--- src/rtl/tsr_pkg.sv ---
package tsr_pkg;
  localparam int unsigned HALF_W = 16;

  typedef logic [HALF_W-1:0] half_t;

  typedef enum logic [2:0] {
    ST_IDLE, ST_FREEZE, ST_RD0, ST_RD1, ST_RD2, ST_RD3, ST_TAIL, ST_EVAL
  } phase_t;

  // upper counter wraps at zero: elapsed = 0 - count
  function automatic half_t upper_elapsed(input half_t cnt);
    return half_t'(0) - cnt;
  endfunction

  // lower counter wraps at one: elapsed = 1 - count
  function automatic half_t lower_elapsed(input half_t cnt);
    return half_t'(1) - cnt;
  endfunction
endpackage

--- src/rtl/tsr_sequencer.sv ---
module tsr_sequencer
  import tsr_pkg::*;
#(
  parameter int unsigned ADDR_W    = 8,
  parameter logic [ADDR_W-1:0] CTRL_ADDR = 8'h43,
  parameter logic [ADDR_W-1:0] HI_ADDR   = 8'h42,
  parameter logic [ADDR_W-1:0] LO_ADDR   = 8'h41,
  parameter logic [7:0] FREEZE_CMD = 8'hDC
) (
  input  logic              clk,
  input  logic              rst,
  input  logic              start,
  input  logic              low_is_zero,
  output logic              busy,
  output logic [ADDR_W-1:0] bus_addr,
  output logic [7:0]        bus_wdata,
  output logic              bus_wr,
  output logic              bus_rd,
  output logic              cap_en,
  output logic [1:0]        cap_sel,
  output logic              finish
);
  phase_t phase_q;
  logic   retried_q;
  logic   retry_fire;

  assign retry_fire = (phase_q == ST_EVAL) && low_is_zero && !retried_q;
  assign finish     = (phase_q == ST_EVAL) && !retry_fire;
  assign busy       = (phase_q != ST_IDLE);

  always_ff @(posedge clk) begin
    if (rst) begin
      phase_q   <= ST_IDLE;
      retried_q <= 1'b0;
    end else begin
      unique case (phase_q)
        ST_IDLE:   if (start) begin
                     phase_q   <= ST_FREEZE;
                     retried_q <= 1'b0;
                   end
        ST_FREEZE: phase_q <= ST_RD0;
        ST_RD0:    phase_q <= ST_RD1;
        ST_RD1:    phase_q <= ST_RD2;
        ST_RD2:    phase_q <= ST_RD3;
        ST_RD3:    phase_q <= ST_TAIL;
        ST_TAIL:   phase_q <= ST_EVAL;
        ST_EVAL:   if (retry_fire) begin
                     retried_q <= 1'b1;
                     phase_q   <= ST_FREEZE;
                   end else begin
                     phase_q <= ST_IDLE;
                   end
        default:   phase_q <= ST_IDLE;
      endcase
    end
  end

  always_comb begin
    bus_wr    = (phase_q == ST_FREEZE);
    bus_wdata = bus_wr ? FREEZE_CMD : 8'h00;
    bus_rd    = (phase_q == ST_RD0) || (phase_q == ST_RD1) ||
                (phase_q == ST_RD2) || (phase_q == ST_RD3);
    unique case (phase_q)
      ST_FREEZE:     bus_addr = CTRL_ADDR;
      ST_RD0, ST_RD1: bus_addr = HI_ADDR;
      ST_RD2, ST_RD3: bus_addr = LO_ADDR;
      default:       bus_addr = '0;
    endcase
    cap_en  = (phase_q == ST_RD1) || (phase_q == ST_RD2) ||
              (phase_q == ST_RD3) || (phase_q == ST_TAIL);
    unique case (phase_q)
      ST_RD2:  cap_sel = 2'd1;
      ST_RD3:  cap_sel = 2'd2;
      ST_TAIL: cap_sel = 2'd3;
      default: cap_sel = 2'd0;
    endcase
  end


  freeze_write_chk: assert property (@(posedge clk) disable iff (rst)
    bus_wr |-> (bus_addr == CTRL_ADDR && bus_wdata == FREEZE_CMD));


  one_strobe_chk: assert property (@(posedge clk) disable iff (rst)
    !(bus_wr && bus_rd));


  single_retry_chk: assert property (@(posedge clk) disable iff (rst)
    retry_fire |=> (phase_q == ST_FREEZE && retried_q));


  start_ignored_chk: assert property (@(posedge clk) disable iff (rst)
    (busy && start && !retry_fire && phase_q != ST_EVAL) |=> (phase_q != ST_FREEZE));
endmodule

--- src/rtl/tsr_assembler.sv ---
module tsr_assembler
  import tsr_pkg::*;
#(
  parameter int unsigned RDATA_W = 16
) (
  input  logic               clk,
  input  logic               rst,
  input  logic [RDATA_W-1:0] rdata,
  input  logic               cap_en,
  input  logic [1:0]         cap_sel,
  input  logic               finish,
  output logic               low_is_zero,
  output logic               done,
  output logic [31:0]        result
);
  localparam int unsigned NBYTES = 4;

  logic [7:0] byte_q [NBYTES];
  half_t      hi_cnt, lo_cnt, lo_up;

  for (genvar i = 0; i < NBYTES; i++) begin : g_byte
    always_ff @(posedge clk) begin
      if (rst)
        byte_q[i] <= 8'h00;
      else if (cap_en && cap_sel == 2'(i))
        byte_q[i] <= rdata[7:0];
    end
  end

  assign hi_cnt      = {byte_q[1], byte_q[0]};
  assign lo_cnt      = {byte_q[3], byte_q[2]};
  assign lo_up       = lower_elapsed(lo_cnt);
  assign low_is_zero = (lo_up == '0);

  always_ff @(posedge clk) begin
    if (rst) begin
      result <= '0;
      done   <= 1'b0;
    end else begin
      done <= finish;
      if (finish)
        result <= {upper_elapsed(hi_cnt), lo_up};
    end
  end


  done_pulse_chk: assert property (@(posedge clk) disable iff (rst)
    done |=> !done);


  result_hold_chk: assert property (@(posedge clk) disable iff (rst)
    (!finish && !$past(rst)) |=> $stable(result));
endmodule

--- src/rtl/tmr_snapshot_reader.sv ---
module tmr_snapshot_reader
  import tsr_pkg::*;
#(
  parameter int unsigned ADDR_W    = 8,
  parameter int unsigned RDATA_W   = 16,
  parameter logic [ADDR_W-1:0] CTRL_ADDR = 8'h43,
  parameter logic [ADDR_W-1:0] HI_ADDR   = 8'h42,
  parameter logic [ADDR_W-1:0] LO_ADDR   = 8'h41,
  parameter logic [7:0] FREEZE_CMD = 8'hDC
) (
  input  logic               clk,
  input  logic               rst,
  input  logic               start,
  output logic               busy,
  output logic               done,
  output logic [31:0]        result,
  output logic [ADDR_W-1:0]  bus_addr,
  output logic [7:0]         bus_wdata,
  output logic               bus_wr,
  output logic               bus_rd,
  input  logic [RDATA_W-1:0] bus_rdata
);
  logic       cap_en, finish, low_is_zero;
  logic [1:0] cap_sel;

  tsr_sequencer #(
    .ADDR_W(ADDR_W), .CTRL_ADDR(CTRL_ADDR), .HI_ADDR(HI_ADDR),
    .LO_ADDR(LO_ADDR), .FREEZE_CMD(FREEZE_CMD)
  ) u_seq (
    .clk(clk), .rst(rst), .start(start), .low_is_zero(low_is_zero),
    .busy(busy), .bus_addr(bus_addr), .bus_wdata(bus_wdata),
    .bus_wr(bus_wr), .bus_rd(bus_rd), .cap_en(cap_en),
    .cap_sel(cap_sel), .finish(finish)
  );

  tsr_assembler #(.RDATA_W(RDATA_W)) u_asm (
    .clk(clk), .rst(rst), .rdata(bus_rdata), .cap_en(cap_en),
    .cap_sel(cap_sel), .finish(finish), .low_is_zero(low_is_zero),
    .done(done), .result(result)
  );


  busy_done_chk: assert property (@(posedge clk) disable iff (rst)
    done |-> !busy);
endmodule

--- config.mk ---
export PLATFORM = sky130hd
export DESIGN_NAME = tmr_snapshot_reader
export DESIGN_NICKNAME = d
export VERILOG_FILES = /design/src/rtl/tsr_pkg.sv /design/src/rtl/tsr_sequencer.sv /design/src/rtl/tsr_assembler.sv /design/src/rtl/tmr_snapshot_reader.sv
export SDC_FILE = /design/constraint.sdc
export NUM_CORES = 1
export LEC_CHECK = 0
export ABC_AREA = 1
export BUFFER_PORTS_ARGS = -buffer_cell sky130_fd_sc_hd__buf_2
export CAP_MARGIN = 20
export CORE_UTILIZATION = 55
export DETAILED_ROUTE_END_ITERATION = 12
export GPL_TIMING_DRIVEN = 0
export PLACE_DENSITY = 0.77
export SLEW_MARGIN = 20
export SYNTH_ARGS = -nofsm -noshare
export SYNTH_HDL_FRONTEND = slang
export SYNTH_SLANG_ARGS = --single-unit
--- constraint.sdc ---
create_clock -name clk -period 2.2 [get_ports clk]
set_clock_uncertainty 0.1 [all_clocks]
set_input_delay 0.44 -clock clk [delete_from_list [all_inputs] [get_ports clk]]
set_output_delay 0.44 -clock clk [all_outputs]
set_load 0.005 [all_outputs]
* After elaboration in Yosys (flattened, before gate mapping)
Memory sizes are Yosys's and may differ from the RTL's.
Index checks and enable logic that the tools add are counted.
** Word-level totals
- Flip-flop bits (word level) :: 37
- Memory bits (writable) :: 32
- Input bits :: 19
- Output and inout port bits :: 52
- Logic and storage cells :: 73
- Memories :: 1
** Operators by class
- $add $sub $neg :: 2
- Equal/unequal tests :: 12
- Muxes and demuxes :: 27
- Bitwise logic cells :: 4
- Reductions and logical operators :: 23
** Memory list
- u_asm.byte_q :: words 4, width 8, rd ports 4, clocked after memory_dff 0, wr ports 4, RTL line tsr_assembler.sv:18 : logic [7:0] byte_q [NBYTES];
** Operators by type and width (number)
- $mux W8 :: 5
- $sub A1 B16 Y16 const A :: 2
- $pmux W3 S8 :: 1
- $pmux W7 S3 :: 1
- $mux W1 :: 17
- $logic_not A16 Y1 :: 1
- $eq A3 B3 Y1 const B :: 4
- $logic_and A1 B1 Y1 :: 7
- $eq A3 B2 Y1 const B :: 2
- $logic_or A1 B1 Y1 :: 6
- $pmux W2 S3 :: 1
- $eq A2 B2 Y1 const B :: 2
- $or A1 B1 Y1 :: 4
- $reduce_or A2 Y1 :: 2
- $eq A3 B1 Y1 const B :: 1
- $logic_not A3 Y1 :: 1
- $mux W3 :: 1
- $reduce_and A3 Y1 :: 1
- $reduce_bool A3 Y1 :: 1
- $eq A2 B1 Y1 const B :: 1
- $logic_not A1 Y1 :: 2
- $logic_not A2 Y1 :: 1
- $ne A2 B1 Y1 const B :: 1
- $ne A2 B2 Y1 const B :: 1
- 2 further kinds :: 2

* Logic depth before layout (Yosys ltp)
Gate-level depths: netlist of the first run.
- Depth in word-level cells :: 9
- Depth in mapped cells :: 14
- Mapped depth without buffers :: 14

* Modules after synthesis
Synthesis of the first run repeated with hierarchy kept, for this count alone.
** Unflattened totals
- Cell total of the unflattened synthesis :: 452
- Area, all modules :: 3509.6 µm²
** Modules (own cells, without submodules)
- tsr_assembler :: instances 1, cells an instance 403, area each 3180.6 µm², seq. area each 1621.6 µm²
- tsr_sequencer :: instances 1, cells an instance 49, area each 329.1 µm², seq. area each 80.1 µm²

* Worst setup path after synthesis of the first run
OpenSTA, ideal clock, no wires.
- Path kind :: input-to-reg
- Start :: input rst
- End :: memory u_asm.byte_q[0][0] (enable)
- Setup time :: 357 ps
- Arrival :: 1544 ps
- Required time :: 1743 ps
- Setup slack :: 199 ps
- Cell stages on the path :: 5
- Path buffers :: 3
- Cells stage by stage :: clkbuf_1 inv_1 clkbuf_1 buf_1 o21ai_0
** RTL lines
- start: declaration :: RTL line tmr_snapshot_reader.sv:12 : input logic rst,
- end: declaration :: RTL line tsr_assembler.sv:18

==> summary.txt, run 1 <==
Placement
  • IO Port Bufs: 53
  • GPL Wtd Cong: 0.877
  • Pre-CTS WS: -393 ps
  • Placed Cells: 601
  • Post-detail-place hpwl: 5.98 mm
  • Placed Area: 3950 um^2

Hold path
  • Hold_sp: start
  • Hold Path Cell Cnt: 3
  • Hold endpoint: u_seq.phase_q[1]
  • Worst min path class: in -> reg

Critical path
  • R2R Path Start: u_asm.byte_q[2][2]
  • Worst Setup SP: u_asm.byte_q[2][2]
  • R2R setup slack: 20 ps
  • Reg2reg end: u_asm.result[11]
  • Worst r2r path cells: 11
  • Crit path launch type: register
  • CP Max Fanout: 10
  • Worst path required time: 2330 ps
  • Endpoint class of the critical path: register
  • WP data arrival: 2310 ps
  • Critical path type: reg -> reg

Detailed routing
  • Final WL: 8.34 mm
  • Routed wl met2: 3.94 mm
  • Top layer reached by signal wires: met4
  • DRC violations left: 0
  • Drt first pass iters: 5
  • Average vias per placed instance: 5.07
  • Post-route ant nets: 0
  • Routed length on met3: 537 um
  • M1 wire length: 3.66 mm
  • Detailed Route Iter0 Violations: 188
  • Via count: 3186
  • WL/cell: 13.3 um

Power
  • Power per Cell Area: 741 nW/um^2
  • Total power: 3.27 mW
  • Leak pwr: 2.07 nW
  • Max VDD drop: 0.733 mV

Timing
  • Worst Tran Pin Value: 705 ps
  • RSZ-0062 raised after global routing: true
  • Slew HR: 52.7%
  • Hold Vio Cnt, Final: 0
  • Fmax: 0.458 GHz
  • Fin crit period: 2180 ps
  • Post-route worst setup slack: 16.3 ps
  • Max-slew violations: 0
  • Period utilisation layout: 99.3%
  • Final setup vio count: 0

Global routing
  • Aggregate global-route resource usage: 24.4%
  • Gr ovfl total: 0
  • First-pass GRT wire length: 12.1 mm
  • Largest net degree at the start of global routing: 12
  • Vias in the first global route: 2647
  • Initial antenna violation count: 0

Synth
  • Cells after Synth: 466
  • Syn avg cell area: 7.65 um^2
  • Cell Area, Synth: 3560 um^2
  • Post-synth top area share: 27.0%
  • Sequential fraction of the synthesis area: 47.8%
  • Top post-synthesis cells by area: edfxtp_1, dfxtp_1, nand2_1
  • Most used DFF post-synth: dfxtp_1
  • Compound-Gate Fraction of Synth Area: 6.50%
  • EDFF count, synth: 32
  • Yosys cell types: 25
  • Post-synthesis async set-or-reset flop share: 0%
  • Xor/xnor share of the synthesized area: 3.44%
  • Post-synthesis adder-cell area fraction: 2.11%
  • Mux cell area share after synthesis: 0%
  • Largest family of logic cells by synthesized area: simple AND/OR/NAND/NOR gates
  • Dominant cell type by area after synthesis: edfxtp_1
  • Count of state elements after synthesis: 69
  • Synth warn: 0
  • Synth Area in Simple Gates: 29.6%

Floorplanning
  • Die Ht: 82.5 um
  • Overall die area: 6800 um^2
  • Io pins: 71
  • Die width: 82.5 um
  • Core Footprint: 6100 um^2
  • Num rows: 28
  • Initial Utilization: 58.5%

Clock network
  • Htree depth: 3
  • CTS tree: yes
  • Clock Tree Buf Depth: 2
  • Clock transition at the registers of the reported paths: 70 ps
  • Clk sinks: 69
  • Skew-Pair Late Insertion Delay: 340 ps
  • Root Buffer: clkbuf_8
  • CTS Buf Count: 9

Cells and area
  • Fin cells: 628
  • Fillcell total: 474
  • Final design utilization: 72.3%
  • Multi-input gate area: 1660 um^2
  • Layout area overhead: 23.7%
  • Nets: 573
  • Share of cells above drive strength 1: 25.3%
  • Register Area: 1700 um^2
  • # diodes: 0
  • Final Cell Area: 4410 um^2

Flow run
  • Max_cap viols: 0

Status
  • Outcome: completed
==> metrics by stage <==
stage               setup TNS [ps]  hold slack [ps]
global placement             -6570              345
floorplan                        0              344
CTS                          -20.3              328
detailed placement          -10110              351
finish                           0              324
global route                 -1920              356
==> routing by layer <==
layer | vias to the layer above | track usage [%]
li1 | 1639 | -
met1 | 1408 | 31.2
met2 | 119 | 40.7
met3 | 20 | 4.18
met4 | 0 | 10.5
met5 | - | 0
==> power breakdown <==
group	switching, mW	leakage, nW	internal [mW]
Sequential	0.0636	0.630	1.43
Clock	0.449	0.106	0.559
Combinational	0.440	1.33	0.323
Total	0.952	2.07	2.32
==> state kept, by name, summed over array words and instances, names as in the netlist <==
name	cells
u_asm.byte_q	32
u_asm.result	32
u_seq.phase_q	3
u_asm.done	1
u_seq.retried_q	1
==> Yosys cell counts, types with 2 or more instances <==
| cell | instances |
|---|---|
| buf_1 | 5 |
| nor2_2 | 3 |
| xor2_1 | 13 |
| buf_2 | 6 |
| o21ai_0 | 11 |
| nand3_1 | 49 |
| a21oi_1 | 34 |
| nand4_1 | 7 |
| buf_4 | 13 |
| clkbuf_1 | 5 |
| nor2_1 | 85 |
| nand2_2 | 3 |
| dfxtp_1 | 37 |
| ha_1 | 6 |
| inv_1 | 53 |
| nor3_1 | 3 |
| nor2_4 | 2 |
| nand3b_1 | 2 |
| nand2_1 | 92 |
| edfxtp_1 | 32 |
==> repair_timing <==
item,in CTS,in global routing
resized for setup,11,46
hold buffers,0,0
pin swaps,1,11
gates cloned,0,1
buffers inserted,1,9
endpoints found under the setup margin,50,47
==> placed cells by master, fill, tap and decap left out, drive strengths merged, types with 3 or more instances in the layout <==
cell type,synthesis,final
buf,25,88
clkinv,0,4
ha,6,6
nor3,3,3
conb,1,8
nand3,50,50
a21oi,34,34
o21ai,11,11
nand4,7,7
inv,53,53
nand2,95,95
xor2,13,13
edfxtp,32,32
clkbuf,5,17
dfxtp,37,37
nor2,90,90
==> how the worst max path moves through the flow <==
| stage | end | cells after the start |
|---|---|---|
| 6_report | u_asm.result[11] | 11 |
| 3_3_place_gp | u_asm.byte_q[0][2] | 5 |
| 3_5_place_dp | u_asm.byte_q[0][4] | 5 |
| 4_1_cts | u_asm.result[31] | 13 |
| 2_1_floorplan | u_asm.byte_q[0][0] | 5 |
| 5_1_grt | u_asm.result[29] | 13 |
==> critical path, stage by stage, from the launching register on <==
cell	delay (ps)
edfxtp_1	450
inv_2	100
ha_4	160
xor2_1	200
nand3_1	100
nor2_1	140
nand3_1	100
nor2_2	130
nand3_4	150
buf_6	190
a21oi_1	170
nor2_1	80
==> final cells by class <==
cell class,instances,area share (%)
clock inverter,5,1.14
inverter,53,4.51
tap,75,2.13
clock buffer,11,3.29
sequential,69,38.6
buffer,30,4.65
timing repair buffer,64,8.06
multi-input combinational,321,37.6
==> cell families after synthesis <==
group	after synthesis
DFF	69
buffers and inverters	83
and+or+nand+nor	247
xor gates and xnor gates	14
other	1
AOI/OAI and AO/OA	46
adders and majority gates	6
(Power assumes the default switching activity.)
==> run 2, diff against run 1 <==
- HOLD_SLACK_MARGIN: not set -> 0.05
- clock period: 2.2 -> 2.3 ns (I/O delays scaled with it)
==> summary.txt, run 2 (synthesis gave the netlist of run 1 again) <==
Placement
  • IO Port Bufs: 53 (unchanged)
  • Placed Area: 3950 um^2 (unchanged)
  • Post-detail-place hpwl: 5.98 mm (unchanged)
  • GPL Wtd Cong: 0.877 (unchanged)

Timing
  • RSZ-0062 raised after global routing: true (unchanged)
  • Final setup vio count: 0 (unchanged)
  • Fmax: 0.459 GHz (was 0.458 GHz)
  • Worst Tran Pin Value: 691 ps (was 705 ps)
  • Hold Vio Cnt, Final: 0 (unchanged)
  • Period utilisation layout: 94.7% (was 99.3%)
  • Max-slew violations: 0 (unchanged)
  • TNS Setup: 0 ps (unchanged)
  • Fin crit period: 2180 ps (about the same)
  • Slew HR: 53.6% (was 52.7%)

Cells and area
  • Commonest non-fill, non-tap cell in the layout: nand2_1 (unchanged)
  • Final Cell Area: 4230 um^2 (was 4410 um^2)
  • Final design utilization: 69.5% (was 72.3%)
  • # diodes: 0 (unchanged)
  • Register Area: 1700 um^2 (about the same)
  • Nets: 567 (was 573)
  • Top Registers: u_asm.byte_q: 32 flops, u_asm.result: 32 flops, u_seq.phase_q: 3 flops (unchanged)
  • Multi-input gate area: 1540 um^2 (was 1660 um^2)
  • Layout area overhead: 18.8% (was 23.7%)
  • Most frequent cells in the layout: nand2_1, nor2_1, buf_2 (unchanged)
  • Share of cells above drive strength 1: 19.9% (was 25.3%)
  • Fillcell total: 503 (was 474)

Detailed routing
  • WL/cell: 12.7 um (was 13.3 um)
  • Via count: 3091 (was 3186)
  • Average vias per placed instance: 4.97 (was 5.07)
  • Post-route ant nets: 0 (unchanged)
  • Final WL: 7.89 mm (was 8.34 mm)
  • DRC violations left: 0 (unchanged)
  • Detailed Route Iter0 Violations: 142 (was 188)
  • Drt first pass iters: 6 (was 5)

Critical path
  • Most used cell, CP: nor2_1
  • R2R setup slack: 120 ps (was 20 ps)
  • Crit path launch type: register (unchanged)
  • Endpoint class of the critical path: register (unchanged)
  • Critical path's slowest cell: edfxtp_1 (unchanged)
  • Worst stage delay on the critical path: 420 ps (was 450 ps)
  • WP data arrival: 2320 ps (was 2310 ps)
  • CP Max Fanout: 6 (was 10)
  • Critical path type: reg -> reg (unchanged)
  • Combined buffer and inverter count along the critical path: 2 (unchanged)
  • R2R Path Start: u_asm.byte_q[2][1] (was u_asm.byte_q[2][2])
  • Worst path required time: 2440 ps (was 2330 ps)
  • CP Cell Sequence: inv_2, ha_2, xor2_1, nand3_1, nor2_1, nand3_1, nor2_1, nand3_4, nand2_4, buf_4, nor2_1, nand2_1, nand2_1 (was inv_2, ha_4, xor2_1, nand3_1, nor2_1, nand3_1, nor2_2, nand3_4, buf_6, a21oi_1, nor2_1)
  • Top delay family on crit path: simple AND/OR/NAND/NOR gates (unchanged)
  • Worst Setup SP: u_asm.byte_q[2][1] (was u_asm.byte_q[2][2])

Clock network
  • Skew-Pair Late Insertion Delay: 340 ps (about the same)
  • CTS Hold Bufs: 0 (unchanged)
  • Htree depth: 3 (unchanged)
  • Clock transition at the registers of the reported paths: 70 ps (about the same)
  • CTS Buf Count: 9 (unchanged)
  • Root Buffer: clkbuf_8 (unchanged)
  • Clock Tree Buf Depth: 2 (unchanged)
  • CTS tree: yes (unchanged)
  • Clk sinks: 69 (unchanged)

Floorplanning
  • Die Ht: 82.5 um (unchanged)
  • Core Footprint: 6100 um^2 (unchanged)
  • Initial Utilization: 58.5% (unchanged)
  • Die width: 82.5 um (unchanged)
  • Overall die area: 6800 um^2 (unchanged)
  • Io pins: 71 (unchanged)
  • Num rows: 28 (unchanged)

Hold path
  • Hold_sp: start (unchanged)
  • Worst min path class: in -> reg (unchanged)

Power
  • Total power: 3.09 mW (was 3.27 mW)
  • Max VDD drop: 0.707 mV (was 0.733 mV)
  • Power per Cell Area: 730 nW/um^2 (was 741 nW/um^2)
  • Leak pwr: 2.01 nW (was 2.07 nW)

Global routing
  • Aggregate global-route resource usage: 24.2% (was 24.4%)
  • First-pass GRT wire length: 12.0 mm (was 12.1 mm)
  • Vias in the first global route: 2634 (was 2647)
  • Largest net degree at the start of global routing: 12 (unchanged)
  • Initial antenna violation count: 0 (unchanged)
  • Gr ovfl total: 0 (unchanged)

Flow run
  • Max_cap viols: 0 (unchanged)

Status
  • Outcome: completed (unchanged)
-- run 2: cell count changes in the layout (fill, tap and decap cells not counted), moves of 5 or more --
cell / before / now
a21oi_2: 6 / 0
nor2_1: 77 / 83
a21oi_1: 28 / 34
nand2_2: 8 / 3
nand2_1: 84 / 91
buf_4: 23 / 18
nor2_4: 7 / 2
-- run 2: metrics by stage --
step,instances,hold WS [ps],setup WS (ps)
after CTS,617,347,1.97
after detailed placement,601,351,-313
after floorplan,473,344,279
after global routing,622,376,-58.0
final,622,343,121
after global placement,601,345,-239
-- run 2: final timing paths --
kind,cells after the start,to
worst min register to register,2,u_asm.result[9]
worst max-delay path,13,u_asm.result[29]
worst min-delay path,3,u_seq.phase_q[1]
worst max register to register,13,u_asm.result[29]
-- run 2: final cells by class --
cell class | count | area share [%]
Inverter | 53 | 4.70
Clock buffer | 11 | 3.43
Tap cell | 75 | 2.22
Clock inverter | 5 | 1.18
Sequential cell | 69 | 40.2
Timing Repair Buffer | 58 | 7.15
Buffer | 30 | 4.76
Multi-Input combinational cell | 321 | 36.4
-- run 2: power breakdown --
| group | internal, mW | switching, mW |
|---|---|---|
| clock | 0.534 | 0.432 |
| combinational | 0.293 | 0.404 |
| sequential | 1.37 | 0.0567 |
-- run 2: per-layer routing --
metal | track usage [%] | up-vias | wire length (um)
met4 | 10.5 | 0 | 194
li1 | - | 1627 | -
met5 | 0 | - | 0
met2 | 40.3 | 106 | 3660
met1 | 31.0 | 1337 | 3620
met3 | 4.18 | 21 | 410
-- run 2: worst register-to-register path: stages (launching register included) --
cell and delay, ps:
edfxtp_1 420, inv_2 100, ha_2 210, xor2_1 180, nand3_1 90, nor2_1 140, nand3_1 80, nor2_1 180
nand3_4 170, nand2_4 130, buf_4 120, nor2_1 40, nand2_1 70, nand2_1 40
-- run 2: what timing repair did --
item / 4_1_cts / 5_1_grt
pin swaps: 0 / 4
setup endpoints to repair: 2 / 44
buffers inserted: 0 / 5
resized for setup: 1 / 20
